--- src/rtl/gfx_compositor_pkg.sv ---
package gfx_compositor_pkg;

  localparam int CW = 3;

  // settings in force for the current frame, handed from control to datapath
  typedef struct packed {
    logic          gfxEn;
    logic          lowRes;
    logic          gfxOnly;
    logic [CW-1:0] border;
  } ctrlBus_t;

endpackage

--- src/rtl/gfx_compositor_ctrl.sv ---
module gfx_compositor_ctrl
  import gfx_compositor_pkg::*;
#(
  parameter logic [7:0] MODE_PORT   = 8'hF9,
  parameter logic [7:0] BORDER_PORT = 8'hF3
) (
  input  logic       clk,
  input  logic       rstN,
  input  logic       ioWrEn,
  input  logic [7:0] ioAddr,
  input  logic [7:0] ioWrData,
  output logic [7:0] ioRdData,
  input  logic       frameStart,
  output ctrlBus_t   ctrlBus
);

  localparam int MODE_BITS = 6;

  logic [MODE_BITS-1:0] pendMode;
  logic [CW-1:0]        pendBorder;
  ctrlBus_t             liveBus;
  logic                 unusedWrBits;

  assign unusedWrBits = ^ioWrData[7:MODE_BITS];

  // holding copies, written straight from the port
  always_ff @(posedge clk or negedge rstN) begin
    if (!rstN) begin
      pendMode   <= '0;
      pendBorder <= '0;
    end else if (ioWrEn) begin
      if (ioAddr == MODE_PORT)   pendMode   <= ioWrData[MODE_BITS-1:0];
      if (ioAddr == BORDER_PORT) pendBorder <= ioWrData[CW-1:0];
    end
  end

  // copies in force, adopted only at a frame boundary
  always_ff @(posedge clk or negedge rstN) begin
    if (!rstN) begin
      liveBus <= '0;
    end else if (frameStart) begin
      liveBus.gfxEn   <= pendMode[2];
      liveBus.lowRes  <= pendMode[3];
      liveBus.gfxOnly <= pendMode[4];
      liveBus.border  <= pendBorder;
    end
  end

  always_comb begin
    ioRdData = '0;
    if (ioAddr == MODE_PORT)        ioRdData = {{(8-MODE_BITS){1'b0}}, pendMode};
    else if (ioAddr == BORDER_PORT) ioRdData = {{(8-CW){1'b0}}, pendBorder};
  end

  assign ctrlBus = liveBus;

endmodule

--- src/rtl/gfx_compositor_dp.sv ---
module gfx_compositor_dp
  import gfx_compositor_pkg::*;
#(
  parameter int HRES = 640,
  parameter int VRES = 200,
  localparam int XW = $clog2(HRES),
  localparam int YW = $clog2(VRES),
  localparam int AW = $clog2(HRES * VRES)
) (
  input  logic          clk,
  input  logic          rstN,
  input  ctrlBus_t      ctrlBus,
  input  logic          imgActive,
  input  logic [XW-1:0] pixX,
  input  logic [YW-1:0] pixY,
  input  logic [CW-1:0] textRgb,
  output logic [AW-1:0] fbRdAddr,
  input  logic [CW-1:0] fbRdData,
  output logic [CW-1:0] rgbOut
);

  localparam logic [AW-1:0] ROW_FULL = AW'(HRES);
  localparam logic [AW-1:0] ROW_HALF = AW'(HRES / 2);

  logic [AW-1:0] rowWidth;
  logic [AW-1:0] colIdx;
  logic [AW-1:0] nextAddr;
  logic          activeD;
  logic [CW-1:0] textD;
  logic [CW-1:0] mixed;

  // address for the pixel presented this cycle
  always_comb begin
    rowWidth = ctrlBus.lowRes ? ROW_HALF : ROW_FULL;
    colIdx   = ctrlBus.lowRes ? AW'(pixX >> 1) : AW'(pixX);
    nextAddr = AW'(pixY) * rowWidth + colIdx;
  end

  // stage 1: issue address, delay text colour and area flag to match
  always_ff @(posedge clk or negedge rstN) begin
    if (!rstN) begin
      fbRdAddr <= '0;
      activeD  <= 1'b0;
      textD    <= '0;
    end else begin
      fbRdAddr <= nextAddr;
      activeD  <= imgActive;
      textD    <= textRgb;
    end
  end

  // layer merge
  always_comb begin
    if (!activeD)                           mixed = ctrlBus.border;
    else if (!ctrlBus.gfxEn)                mixed = textD;
    else if (ctrlBus.gfxOnly)               mixed = fbRdData;
    else if (fbRdData != '0)                mixed = fbRdData;
    else                                    mixed = textD;
  end

  // stage 2: final pixel
  always_ff @(posedge clk or negedge rstN) begin
    if (!rstN) rgbOut <= '0;
    else       rgbOut <= mixed;
  end

endmodule

--- src/rtl/gfx_compositor.sv ---
module gfx_compositor
  import gfx_compositor_pkg::*;
#(
  parameter int         HRES        = 640,
  parameter int         VRES        = 200,
  parameter logic [7:0] MODE_PORT   = 8'hF9,
  parameter logic [7:0] BORDER_PORT = 8'hF3,
  localparam int XW = $clog2(HRES),
  localparam int YW = $clog2(VRES),
  localparam int AW = $clog2(HRES * VRES)
) (
  input  logic          clk,
  input  logic          rstN,
  input  logic          ioWrEn,
  input  logic [7:0]    ioAddr,
  input  logic [7:0]    ioWrData,
  output logic [7:0]    ioRdData,
  input  logic          frameStart,
  input  logic          imgActive,
  input  logic [XW-1:0] pixX,
  input  logic [YW-1:0] pixY,
  input  logic [CW-1:0] textRgb,
  output logic [AW-1:0] fbRdAddr,
  input  logic [CW-1:0] fbRdData,
  output logic [CW-1:0] rgbOut
);

  ctrlBus_t ctrlBus;

  gfx_compositor_ctrl #(
    .MODE_PORT  (MODE_PORT),
    .BORDER_PORT(BORDER_PORT)
  ) u_ctrl (
    .clk       (clk),
    .rstN      (rstN),
    .ioWrEn    (ioWrEn),
    .ioAddr    (ioAddr),
    .ioWrData  (ioWrData),
    .ioRdData  (ioRdData),
    .frameStart(frameStart),
    .ctrlBus   (ctrlBus)
  );

  gfx_compositor_dp #(
    .HRES(HRES),
    .VRES(VRES)
  ) u_dp (
    .clk      (clk),
    .rstN     (rstN),
    .ctrlBus  (ctrlBus),
    .imgActive(imgActive),
    .pixX     (pixX),
    .pixY     (pixY),
    .textRgb  (textRgb),
    .fbRdAddr (fbRdAddr),
    .fbRdData (fbRdData),
    .rgbOut   (rgbOut)
  );

endmodule

--- config.mk ---
export PLATFORM = sky130hd
export DESIGN_NAME = gfx_compositor
export DESIGN_NICKNAME = d
export VERILOG_FILES = /design/src/rtl/gfx_compositor_pkg.sv /design/src/rtl/gfx_compositor_ctrl.sv /design/src/rtl/gfx_compositor_dp.sv /design/src/rtl/gfx_compositor.sv
export SDC_FILE = /design/constraint.sdc
export NUM_CORES = 1
export LEC_CHECK = 0
export BUFFER_PORTS_ARGS = -buffer_cell sky130_fd_sc_hd__buf_4
export CORE_UTILIZATION = 45
export DETAILED_ROUTE_END_ITERATION = 16
export GPL_TIMING_DRIVEN = 0
export PLACE_DENSITY = 0.73
export SYNTH_ARGS = -nofsm -noshare
export SYNTH_HDL_FRONTEND = slang
export SYNTH_SLANG_ARGS = --single-unit
--- constraint.sdc ---
create_clock -name clk -period 7.01 [get_ports clk]
set_input_delay 1.7525 -clock clk [delete_from_list [all_inputs] [get_ports clk]]
set_output_delay 1.7525 -clock clk [all_outputs]
set_load 0.1 [all_outputs]
==> results.py <==
metrics = {
    "run_status": {
        "status": "finished, final reports clean",
    },
    "finish": {
        "mostFrequentLayoutCells": "buf_4, dfrtp_1, ha_1, inv_1, mux2_2",
        "syn2layout_area_growth_pct": 28.5,
        "nNetsFinal": 381,
        "multiInputGateArea_sq_um": 1390,
        "seqCellArea_sq_um": 976,
        "diodes": 0,
        "fill_cells": 436,
        "final_common_cell": "buf_4",
        "layout-drive-gt1-share_pct": 38.0,
    },
    "placed_design": {
        "hpwl_um": 3760,
        "gp_congestion": 0.723,
        "numPortBuffers": 67,
    },
    "route": {
        "drt-met1-wl_um": 2000,
        "routedWlPerCell_um": 13.0,
        "dr_wl_met3_um": 181,
        "routed_wl_um": 4750,
        "top_layer": "met4",
        "antenna_left": 0,
        "dr.pass1.iters": 4,
        "wl_met2_um": 2530,
        "drtIter0Drc": 59,
        "drc": 0,
        "dr_total_vias": 1776,
        "vias_per_cell": 4.87,
    },
    "critical_path": {
        "crit_path_start": "pixY[0]",
        "cp-end-kind": "flop",
        "worst-path-buf-inv": 3,
        "crit_required_ps": 7180,
        "critPathLaunchType": "input port",
        "crit_arrival_ps": 4980,
        "cpMaxStageDelayCell": "fa_1",
        "path_common_cell": "ha_1",
        "r2r-start": "u_ctrl.ctrlBus[4]",
        "worstSetupPathType": "input port to flop",
        "cp_top_family": "adder cells",
        "crit_fanout": 3,
        "max_stage_delay_ps": 550,
        "crit_path_cell_trace": "buf_4 -> and2_1 -> or2_2 -> ha_1 -> clkbuf_1 -> ha_1 -> ha_1 -> fa_1 -> ha_1 -> inv_1 -> fa_1 -> nor2b_1 -> o21ai_0 -> nand2b_1 -> a21oi_1 -> nand4b_1",
    },
    "floorplanning": {
        "core-area_sq_um": 5240,
        "die_height_um": 76.5,
        "die-width_um": 76.5,
        "initial_core_util_pct": 47.6,
        "die_area_sq_um": 5850,
        "ios": 73,
        "rows": 26,
    },
    "power_and_ir_drop": {
        "pwr-share-clk_pct": 23.3,
        "p_comb_share_pct": 44.3,
        "powerDensity_nw_per_um2": 254,
        "p_leak_nw": 1.70,
        "swShare_pct": 43.5,
        "p_total_mw": 0.814,
        "intPower_mw": 0.460,
        "power_frac_seq_pct": 32.5,
        "power_switching_mw": 0.354,
        "peakVddDrop_v": 0.000193,
    },
    "logic_synthesis": {
        "ys_seq_area_share_pct": 39.1,
        "async_flop_share_pct": 100,
        "yosysWarnings": 0,
        "synth_flop_cell": "dfrtp_1",
        "synth_edf_count": 0,
        "syn_area_sq_um": 2490,
        "ys_types": 34,
        "ys_ff_latch": 39,
        "syn_inst": 218,
        "avgSynthCellArea_sq_um": 11.4,
    },
    "sta": {
        "hold_violations": 0,
        "slew_violations": 0,
        "min_period_ps": 4810,
        "setup_viol": 0,
        "rsz0062_at_grt": "no",
        "min_period_over_period_pct": 68.6,
        "clock-skew-final_ps": 9.31,
        "max_freq_mhz": 208,
        "finalSetupTns_ps": 0,
    },
    "global_route": {
        "grt_pass1_wl_um": 8070,
        "grt_usage_pct": 17.5,
        "antenna_found_initial": 0,
        "grt_pass1_vias": 1813,
        "grt_overflow": 0,
        "grt_max_degree": 40,
    },
    "clocking": {
        "cts_buffers": 5,
        "cts_setup_buffers": 0,
        "cts_resized": 0,
        "worst_skew_pair.late_latency_ps": 290,
        "cts_sinks": 39,
        "cts_buffer_depth": 2,
        "path_clk_slew_ps": 90,
        "cts_tree": "yes",
        "holdBufCountCts": 0,
        "htreeDepth": 2,
        "root_buffer": "clkbuf_8",
    },
    "job": {
        "drv_cap": 0,
    },
    "hold_path": {
        "min_from": "u_ctrl.pendMode[5]",
        "hold_class": "flop to flop",
    },
}
==> final timing paths <==
check	to	slack [ps]	depth (start not counted)
min in group asynchronous	u_ctrl.pendMode[2]	1420	1
min	u_ctrl.pendMode[5]	520	1
max in group asynchronous	u_dp.textD[1]	5240	1
min reg2reg	u_ctrl.pendMode[5]	520	1
max	u_dp.fbRdAddr[15]	2200	16
max reg2reg	u_dp.fbRdAddr[16]	2990	13
==> power by group through the flow <==
stage,registers [mW],clock network [mW],logic [mW]
5_1_grt,0.267,0.203,0.383
3_3_place_gp,0.269,0,0.357
4_1_cts,0.265,0.194,0.363
6_report,0.264,0.189,0.360
3_5_place_dp,0.268,0,0.361
2_1_floorplan,0.443,0,0.100
==> area by class of cell <==
cell class,count,area share (%)
flip-flops and latches,39,30.4
inverters,23,2.69
plain buffers,11,1.56
multi-input cells,147,43.4
well taps,70,2.73
repair buffers,67,15.7
clock inverters,3,1.37
clock buffers,5,2.15
==> flip-flops by register name (all words and copies together) (netlist names) <==
signal	count
u_dp.fbRdAddr	17
u_ctrl.ctrlBus	6
u_ctrl.pendMode	6
u_ctrl.pendBorder	3
u_dp.rgbOut	3
u_dp.textD	3
u_dp.activeD	1
==> cell families after synthesis <==
kind of cell | Yosys count | share of synthesized area, %
compound gates | 19 | 4.66
xor+xnor | 8 | 2.81
fa+ha+maj | 42 | 23.2
buf+inv | 34 | 5.47
flops | 39 | 39.1
mux | 27 | 13.1
other cells | 2 | 0.301
simple gates | 47 | 11.4
==> cells in the mapped netlist (all sizes together), types with 3 or more instances <==
cell | n | share of area (%)
dfrtp | 39 | 39
fa | 7 | 5.6
nand2 | 9 | 1.7
inv | 23 | 3.5
a21oi | 8 | 1.6
nor2 | 10 | 1.5
and2 | 6 | 1.7
ha | 35 | 18
mux2 | 27 | 13
nand2b | 5 | 1.3
clkbuf | 8 | 1.2
buf | 3 | 0.80
a22oi | 6 | 1.8
nand3 | 3 | 1.1
nor2b | 7 | 2.1
xnor2 | 6 | 2.1
==> worst register-to-register path, delay by kind of cell (launching register included) <==
family	cells	cell delay [ps]
adder cells (fa/ha/maj)	5	2030
AO/OA/AOI/OAI	2	430
buffers and inverters	3	370
XOR/XNOR	1	150
AND/OR/NAND/NOR	1	140
multiplexers	1	390
flip-flops	1	440
==> stage by stage <==
stage	setup slack [ps]	utilization [%]	instances	hold slack (ps)	area, sq um
finish	2200	61.2	365	516	3210
global route	2040	61.2	365	538	3210
CTS	2180	61.2	365	515	3210
detailed placement	1880	59.1	357	491	3090
global placement	1930	59.1	357	482	3090
floorplan	1840	-	220	472	2500
==> layer usage <==
metal  global-route usage (%)  vias up
li1                         -      868
met1                     20.2      861
met2                     32.7       43
met3                     3.71        4
met4                     4.04        0
met5                        0        -
Note: power is estimated with default switching activity, not from simulation.
